**config.mk**
```make
export PLATFORM = sky130hd
export DESIGN_NAME = sar_adc_rdctl
export DESIGN_NICKNAME = d
export VERILOG_FILES = /design/src/rtl/sar_rdctl_pkg.sv /design/src/rtl/rdctl_busy_sync.sv /design/src/rtl/rdctl_seq.sv /design/src/rtl/rdctl_outbuf.sv /design/src/rtl/sar_adc_rdctl.sv
export SDC_FILE = /design/constraint.sdc
export NUM_CORES = 1
export LEC_CHECK = 0
export ABC_AREA = 0
export BUFFER_PORTS_ARGS = -buffer_cell sky130_fd_sc_hd__buf_2
export CAP_MARGIN = 20
export CORE_ASPECT_RATIO = 1.25
export CORE_MARGIN = 2
export CORE_UTILIZATION = 49
export DETAILED_ROUTE_END_ITERATION = 12
export PLACE_DENSITY = 0.76
export SLEW_MARGIN = 10
export SYNTH_ARGS = -nofsm -noshare
export SYNTH_HDL_FRONTEND = slang
export SYNTH_SLANG_ARGS = --single-unit
export TNS_END_PERCENT = 20
```
**constraint.sdc**
```tcl
create_clock -name clk -period 2 [get_ports clk]
set_clock_uncertainty 0.15 [all_clocks]
set_input_delay 0.2 -clock clk [delete_from_list [all_inputs] [get_ports clk]]
set_output_delay 0.2 -clock clk [all_outputs]
set_load 0.005 [all_outputs]
```
**src/rtl/sar_rdctl_pkg.sv**
```systemverilog
package sar_rdctl_pkg;

  typedef enum logic [2:0] {
    ST_IDLE,
    ST_SETUP,
    ST_PULSE,
    ST_WAIT,
    ST_RD_HI,
    ST_RD_LO
  } rd_state_e;

  // Two captured halves make one result word.
  function automatic logic [15:0] join_halves(input logic [7:0] hi, input logic [7:0] lo);
    return {hi, lo};
  endfunction

  // Converter drives its bus only in this control state.
  function automatic logic bus_live(input logic rc_n, input logic cs_n);
    return rc_n & ~cs_n;
  endfunction

  // Converter starts a conversion in this control state.
  function automatic logic convert_on(input logic rc_n, input logic cs_n);
    return ~rc_n & ~cs_n;
  endfunction

endpackage

```
**src/rtl/rdctl_busy_sync.sv**
```systemverilog
module rdctl_busy_sync #(
  parameter int STAGES = 2
) (
  input  logic clk,
  input  logic rst_n,
  input  logic busy_async,
  output logic busy_s,
  output logic busy_rise
);

  logic [STAGES-1:0] chain_q;
  logic              last_q;

  always_ff @(posedge clk or negedge rst_n) begin
    if (!rst_n) begin
      chain_q <= '1;
      last_q  <= 1'b1;
    end else begin
      chain_q <= {chain_q[STAGES-2:0], busy_async};
      last_q  <= chain_q[STAGES-1];
    end
  end

  assign busy_s    = chain_q[STAGES-1];
  assign busy_rise = chain_q[STAGES-1] & ~last_q;

endmodule

```
**src/rtl/rdctl_seq.sv**
```systemverilog
module rdctl_seq
  import sar_rdctl_pkg::*;
#(
  parameter int SETUP_CYC   = 4,
  parameter int PULSE_CYC   = 12,
  parameter int ACCESS_CYC  = 23,
  parameter int PERIOD_CYC  = 2500,
  parameter int TIMEOUT_CYC = 2250
) (
  input  logic        clk,
  input  logic        rst_n,
  input  logic        byte_mode,
  input  logic        free_run,
  input  logic        start_req,
  input  logic        busy_rise,
  input  logic [15:0] bus_in,
  output logic        rc_n,
  output logic        cs_n,
  output logic        byte_sel,
  output logic        word_done,
  output logic [15:0] word_out,
  output logic        tmo_evt
);

  localparam int SPAN   = (PERIOD_CYC > TIMEOUT_CYC) ? PERIOD_CYC : TIMEOUT_CYC;
  localparam int CNT_W  = $clog2(SPAN + 1);
  localparam int PH_M1  = (SETUP_CYC > PULSE_CYC) ? SETUP_CYC : PULSE_CYC;
  localparam int PH_MAX = (PH_M1 > ACCESS_CYC) ? PH_M1 : ACCESS_CYC;
  localparam int PH_W   = $clog2(PH_MAX + 1);

  localparam logic [CNT_W-1:0] SPAN_C     = CNT_W'(SPAN);
  localparam logic [CNT_W-1:0] PERIOD_C   = CNT_W'(PERIOD_CYC);
  localparam logic [CNT_W-1:0] TMO_C      = CNT_W'(TIMEOUT_CYC);
  localparam logic [PH_W-1:0]  SETUP_LAST = PH_W'(SETUP_CYC - 1);
  localparam logic [PH_W-1:0]  PULSE_LAST = PH_W'(PULSE_CYC - 1);
  localparam logic [PH_W-1:0]  ACC_LAST   = PH_W'(ACCESS_CYC - 1);

  rd_state_e        state_q;
  logic [PH_W-1:0]  ph_cnt;
  logic [CNT_W-1:0] sp_cnt;
  logic             mode_q;
  logic [15:0]      word_q;
  logic             done_q;
  logic             tmo_q;

  logic want_go;
  logic spaced;

  assign want_go = start_req | free_run;
  assign spaced  = (sp_cnt >= PERIOD_C);

  always_ff @(posedge clk or negedge rst_n) begin
    if (!rst_n) begin
      state_q <= ST_IDLE;
      ph_cnt  <= '0;
      sp_cnt  <= SPAN_C;
      mode_q  <= 1'b0;
      word_q  <= '0;
      done_q  <= 1'b0;
      tmo_q   <= 1'b0;
    end else begin
      done_q <= 1'b0;
      tmo_q  <= 1'b0;
      ph_cnt <= ph_cnt + 1'b1;
      if (sp_cnt != SPAN_C) sp_cnt <= sp_cnt + 1'b1;
      case (state_q)
        ST_IDLE: begin
          ph_cnt <= '0;
          if (want_go && spaced) begin
            state_q <= ST_SETUP;
            mode_q  <= byte_mode;
          end
        end
        ST_SETUP: begin
          if (ph_cnt == SETUP_LAST) begin
            state_q <= ST_PULSE;
            ph_cnt  <= '0;
            sp_cnt  <= '0;
          end
        end
        ST_PULSE: begin
          if (ph_cnt == PULSE_LAST) begin
            state_q <= ST_WAIT;
            ph_cnt  <= '0;
          end
        end
        ST_WAIT: begin
          ph_cnt <= '0;
          if (busy_rise) begin
            state_q <= ST_RD_HI;
          end else if (sp_cnt >= TMO_C) begin
            state_q <= ST_IDLE;
            tmo_q   <= 1'b1;
          end
        end
        ST_RD_HI: begin
          if (ph_cnt == ACC_LAST) begin
            ph_cnt <= '0;
            if (mode_q) begin
              word_q  <= join_halves(bus_in[15:8], word_q[7:0]);
              state_q <= ST_RD_LO;
            end else begin
              word_q  <= bus_in;
              state_q <= ST_IDLE;
              done_q  <= 1'b1;
            end
          end
        end
        ST_RD_LO: begin
          if (ph_cnt == ACC_LAST) begin
            ph_cnt  <= '0;
            word_q  <= join_halves(word_q[15:8], bus_in[15:8]);
            state_q <= ST_IDLE;
            done_q  <= 1'b1;
          end
        end
        default: state_q <= ST_IDLE;
      endcase
    end
  end

  always_comb begin
    rc_n     = 1'b1;
    cs_n     = 1'b1;
    byte_sel = 1'b0;
    case (state_q)
      ST_SETUP: rc_n = 1'b0;
      ST_PULSE: begin
        rc_n = 1'b0;
        cs_n = 1'b0;
      end
      ST_RD_HI: cs_n = 1'b0;
      ST_RD_LO: begin
        cs_n     = 1'b0;
        byte_sel = 1'b1;
      end
      default: ;
    endcase
  end

  assign word_done = done_q;
  assign word_out  = word_q;
  assign tmo_evt   = tmo_q;

endmodule

```
**src/rtl/rdctl_outbuf.sv**
```systemverilog
module rdctl_outbuf #(
  parameter int OUT_W = 24
) (
  input  logic             clk,
  input  logic             rst_n,
  input  logic             push,
  input  logic [15:0]      word,
  input  logic             sext,
  input  logic             ready,
  output logic             valid,
  output logic [OUT_W-1:0] data,
  output logic             overrun
);

  // Widen a 16-bit two's-complement result to OUT_W bits.
  function automatic logic [OUT_W-1:0] widen(input logic [15:0] w, input logic sx);
    logic [OUT_W-1:0] r;
    r = OUT_W'(w);
    if (sx && w[15]) r = r | ~OUT_W'(16'hFFFF);
    return r;
  endfunction

  always_ff @(posedge clk or negedge rst_n) begin
    if (!rst_n) begin
      valid   <= 1'b0;
      data    <= '0;
      overrun <= 1'b0;
    end else begin
      if (push) begin
        if (valid && !ready) overrun <= 1'b1;
        valid <= 1'b1;
        data  <= widen(word, sext);
      end else if (valid && ready) begin
        valid <= 1'b0;
      end
    end
  end

endmodule

```
**src/rtl/sar_adc_rdctl.sv**
```systemverilog
module sar_adc_rdctl #(
  parameter int SETUP_CYC   = 4,
  parameter int PULSE_CYC   = 12,
  parameter int ACCESS_CYC  = 23,
  parameter int PERIOD_CYC  = 2500,
  parameter int TIMEOUT_CYC = 2250,
  parameter int OUT_W       = 24
) (
  input  logic             clk,
  input  logic             rst_n,
  input  logic             cfg_byte_mode,
  input  logic             cfg_free_run,
  input  logic             cfg_sext,
  input  logic             start_req,
  input  logic             adc_busy,
  input  logic [15:0]      adc_data,
  output logic             adc_rc_n,
  output logic             adc_cs_n,
  output logic             adc_byte,
  input  logic             smp_ready,
  output logic             smp_valid,
  output logic [OUT_W-1:0] smp_data,
  output logic             err_overrun,
  output logic             err_timeout
);

  // Internal events, named for the bound checker.
  logic        busy_s;
  logic        busy_rise;
  logic        word_done;
  logic [15:0] word_cap;
  logic        tmo_evt;
  logic        tmo_flag;

  rdctl_busy_sync #(.STAGES(2)) u_sync (
    .clk        (clk),
    .rst_n      (rst_n),
    .busy_async (adc_busy),
    .busy_s     (busy_s),
    .busy_rise  (busy_rise)
  );

  rdctl_seq #(
    .SETUP_CYC   (SETUP_CYC),
    .PULSE_CYC   (PULSE_CYC),
    .ACCESS_CYC  (ACCESS_CYC),
    .PERIOD_CYC  (PERIOD_CYC),
    .TIMEOUT_CYC (TIMEOUT_CYC)
  ) u_seq (
    .clk       (clk),
    .rst_n     (rst_n),
    .byte_mode (cfg_byte_mode),
    .free_run  (cfg_free_run),
    .start_req (start_req),
    .busy_rise (busy_rise),
    .bus_in    (adc_data),
    .rc_n      (adc_rc_n),
    .cs_n      (adc_cs_n),
    .byte_sel  (adc_byte),
    .word_done (word_done),
    .word_out  (word_cap),
    .tmo_evt   (tmo_evt)
  );

  rdctl_outbuf #(.OUT_W(OUT_W)) u_buf (
    .clk     (clk),
    .rst_n   (rst_n),
    .push    (word_done),
    .word    (word_cap),
    .sext    (cfg_sext),
    .ready   (smp_ready),
    .valid   (smp_valid),
    .data    (smp_data),
    .overrun (err_overrun)
  );

  always_ff @(posedge clk or negedge rst_n) begin
    if (!rst_n) tmo_flag <= 1'b0;
    else if (tmo_evt) tmo_flag <= 1'b1;
  end

  assign err_timeout = tmo_flag;

endmodule

```
==> out/results.ini <==
[timing]
fin_crit_ns = 1.88
fin_crit_sh = 0.940
rsz0062_at_grt = no
drv_slew = 0
setup_viol_count_final = 0
fmax_mhz = 532
hold_viol = 0
worst_pin_slew_ns = 0.809
tns_ns = 0
maxSlewHeadroom = 0.461

[cts]
cts_buffer_depth = 2
clk_pin_slew_ns = 0.07
htree_levels = 3
cts_tree = built
clock_latency_ns = 0.33
cts_sinks = 62
numCtsBuffers = 9
cts_setup_buffers = 0
clockRootBuffer = clkbuf_8

[worst_setup_path]
cp_cell_sequence = and3_1 > a211oi_2 > nor4b_1 > mux2_1
cpLargestDelayFamily = simple AND/OR/NAND/NOR gates
r2r_cells = 4
slowest_stage = dfstp_2
crit_fanout = 5
r2r_end = u_seq.mode_q$_DFFE_PN0P_
arrival_ns = 1.94
worstPathRequired_ns = 2.06
critical-path-max-stage-delay_ns = 0.57
path_buf_inv = 0
rr_startpoint = u_seq.sp_cnt[8]$_DFF_PN1_
worst_setup_path_end_kind = flip-flop
setup.worst_path.class = reg2reg
r2r_setup_slack_ns = 0.12
critPathLaunchType = flip-flop

[global_route]
grt_first_pass_wirelength_mm = 9.15
grt_usage = 0.188
antenna_found_initial = 0
grt_start_max_net_pins = 63
grt-ovfl-total = 0
grt_pass1_vias = 1963

[drt]
postRouteAntennaNets = 0
vias_per_cell = 5.29
drt_first_pass_iters = 4
routedWlPerCell_um = 13.9
drtIter0Drc = 147
vias = 2109
drcViolationCount = 0
routed_wl_mm = 5.57

[layout]
num_antenna_cells = 0
synthToLayoutAreaGrowth_pct = 22.6
drive_above_1_share = 0.333
num-fill-cells = 469
final_nets = 356

[job]
drv_cap = 0

[yosys]
synthesis.nets = 288
syn_area_um2 = 2850
yosys_warnings = 0
synthArstFlopShare = 1.00
synth.avg_cell_area_um2 = 11.0
synth_ff_type = dfrtp_1
synth_cell_types = 46
ys_ff_latch = 62
ys_seq_area_frac = 0.548
synth_edf_count = 0
synthCells = 260

[power]
powerDensity_nw_per_um2 = 1010
max-vdd-ir-drop_v = 0.000808
p_leak_nw = 1.74
power_w = 0.00352

[floorplan]
die_w_um = 72.2
rows = 31
core_area_um2 = 5700
die_area_um2 = 6450
pin_count = 54
start_util = 0.500
die_h_um = 89.3

[hold_path]
holdPathStages = 3
hold_path_startpoint = adc_data[10]
hp-class = in2reg
hold_end = u_seq.word_out[10]$_DFFE_PN0P_

[placement]
port_buffers = 53
hpwl_mm = 3.74
gp_congestion = 0.935

[run_status]
status = completed

-- layout make-up --
type,instances,area [um^2],share of cell area
Multi-Input combinational cell,165,1120,0.322
Clock inverter,3,42.5,0.0122
Sequential cell,62,1560,0.447
Clock buffer,13,159,0.0455
Inverter,16,60.1,0.0172
Timing Repair Buffer,74,465,0.133
Tap cell,66,82.6,0.0236
-- how the worst max path moves through the flow --
| stage | start | endpoint | slack [ns] | cells past startpoint |
|---|---|---|---|---|
| CTS | u_seq.ph_cnt[0]$_DFF_PN0_ | u_seq.state_q[0]$_DFFE_PN0P_ | 0.1 | 5 |
| floorplan | u_seq.sp_cnt[5]$_DFF_PN0_ | u_seq.mode_q$_DFFE_PN0P_ | 0.10 | 5 |
| global route | u_seq.ph_cnt[0]$_DFF_PN0_ | u_seq.state_q[0]$_DFFE_PN0P_ | 0.005 | 5 |
| finish | u_seq.sp_cnt[8]$_DFF_PN1_ | u_seq.mode_q$_DFFE_PN0P_ | 0.12 | 4 |
| detailed placement | u_seq.ph_cnt[0]$_DFF_PN0_ | u_seq.state_q[0]$_DFFE_PN0P_ | 0.11 | 5 |
| global placement | u_seq.sp_cnt[6]$_DFF_PN1_ | u_seq.mode_q$_DFFE_PN0P_ | 0.18 | 4 |
-- registers in the layout (all words and copies together) (netlist names) --
signal / count
err_timeout: 1
u_buf.data: 17
u_buf.overrun: 1
u_buf.valid: 1
u_seq.mode_q: 1
u_seq.ph_cnt: 5
u_seq.sp_cnt: 12
u_seq.state_q: 3
u_seq.tmo_evt: 1
u_seq.word_done: 1
u_seq.word_out: 16
u_sync.chain_q: 2
u_sync.last_q: 1
-- report_power, final --
| part | switching, W | leakage [nW] | internal, W |
|---|---|---|---|
| Sequential | 0.000178 | 0.729 | 0.00141 |
| Combinational | 0.000440 | 0.914 | 0.000387 |
| Clock | 0.000467 | 0.0996 | 0.000643 |
| Total | 0.00108 | 1.74 | 0.00244 |
-- cells by family after synthesis --
family / count (synthesis) / share of synthesized area
simple gates: 86 / 0.161
flops: 62 / 0.548
compound gates: 40 / 0.0869
buf+inv: 33 / 0.0610
mux: 25 / 0.0952
xor+xnor: 10 / 0.0307
fa+ha+maj: 4 / 0.0176
-- layer usage --
layer  vias up  share of wire  wire length, um  track usage
li1       1032              -                -            -
met2        63           0.49             2700        0.309
met1      1003           0.44             2450        0.232
met3        11          0.055              307       0.0496
met4         0          0.019              106       0.0909
met5         -              0                0            0
-- synth_stat cells (2+ instances only) --
master / instances / area share
clkbuf_1: 4 / 0.0053
a22oi_1: 2 / 0.0053
nor4b_1: 3 / 0.0092
nand2b_1: 4 / 0.0088
ha_1: 4 / 0.018
buf_4: 7 / 0.018
xnor2_1: 3 / 0.0092
and3_1: 3 / 0.0066
nand4_1: 4 / 0.0088
a31o_2: 2 / 0.0061
o21ai_1: 9 / 0.016
nor2b_1: 3 / 0.0066
a21oi_1: 11 / 0.019
nor3_1: 6 / 0.011
nand2_1: 6 / 0.0079
o21ai_0: 7 / 0.012
nor3_2: 2 / 0.0070
inv_1: 16 / 0.021
buf_2: 4 / 0.0070
mux2_2: 16 / 0.063
nor2_1: 27 / 0.036
nand3_1: 16 / 0.028
dfrtp_1: 54 / 0.47
mux2i_1: 8 / 0.028
or3_1: 4 / 0.0088
dfstp_2: 8 / 0.074
a21o_1: 2 / 0.0053
xor2_1: 7 / 0.022
-- per-stage QoR --
stage               hold WS [ns]   util  setup slack [ns]  cells  area, um^2
floorplan                 -0.246      -             0.105    260        2850
global placement          0.0818  0.555             0.180    371        3170
detailed placement        0.0816  0.555             0.112    371        3170
CTS                      0.00794  0.612            0.0987    399        3490
global route              0.0168  0.613           0.00527    399        3500
finish                    0.0140  0.613             0.120    399        3500
-- placed cells by master, fill, tap and decap left out, drive strengths merged, types with 2 or more instances in the layout --
cell type / instances
a21o: 2
a21oi: 11
a22oi: 2
a31o: 2
and3: 3
buf: 62
clkbuf: 13
dfrtp: 54
dfstp: 8
dlygate4sd3: 12
ha: 4
inv: 16
mux2: 17
mux2i: 8
nand2: 6
nand2b: 4
nand3: 16
nand4: 4
nor2: 27
nor2b: 3
nor3: 8
nor4b: 3
o21ai: 16
or3: 4
xnor2: 3
xor2: 7
-- what timing repair did --
| item | in CTS | in global routing |
|---|---|---|
| endpoints found under the hold margin | 72 | 0 |
| hold buffers | 12 | 0 |
| endpoints found under the setup margin | 0 | 2 |
| resized for setup | 0 | 2 |
-- tightest hold or removal path, delay by kind of cell --
kind / cells / cell delay [ns]
AO/OA/AOI/OAI: 1 / 0.06
buffers and inverters: 1 / 0.12
AND/OR/NAND/NOR: 1 / 0.06
No activity file was read; power rests on OpenSTA's default activity.
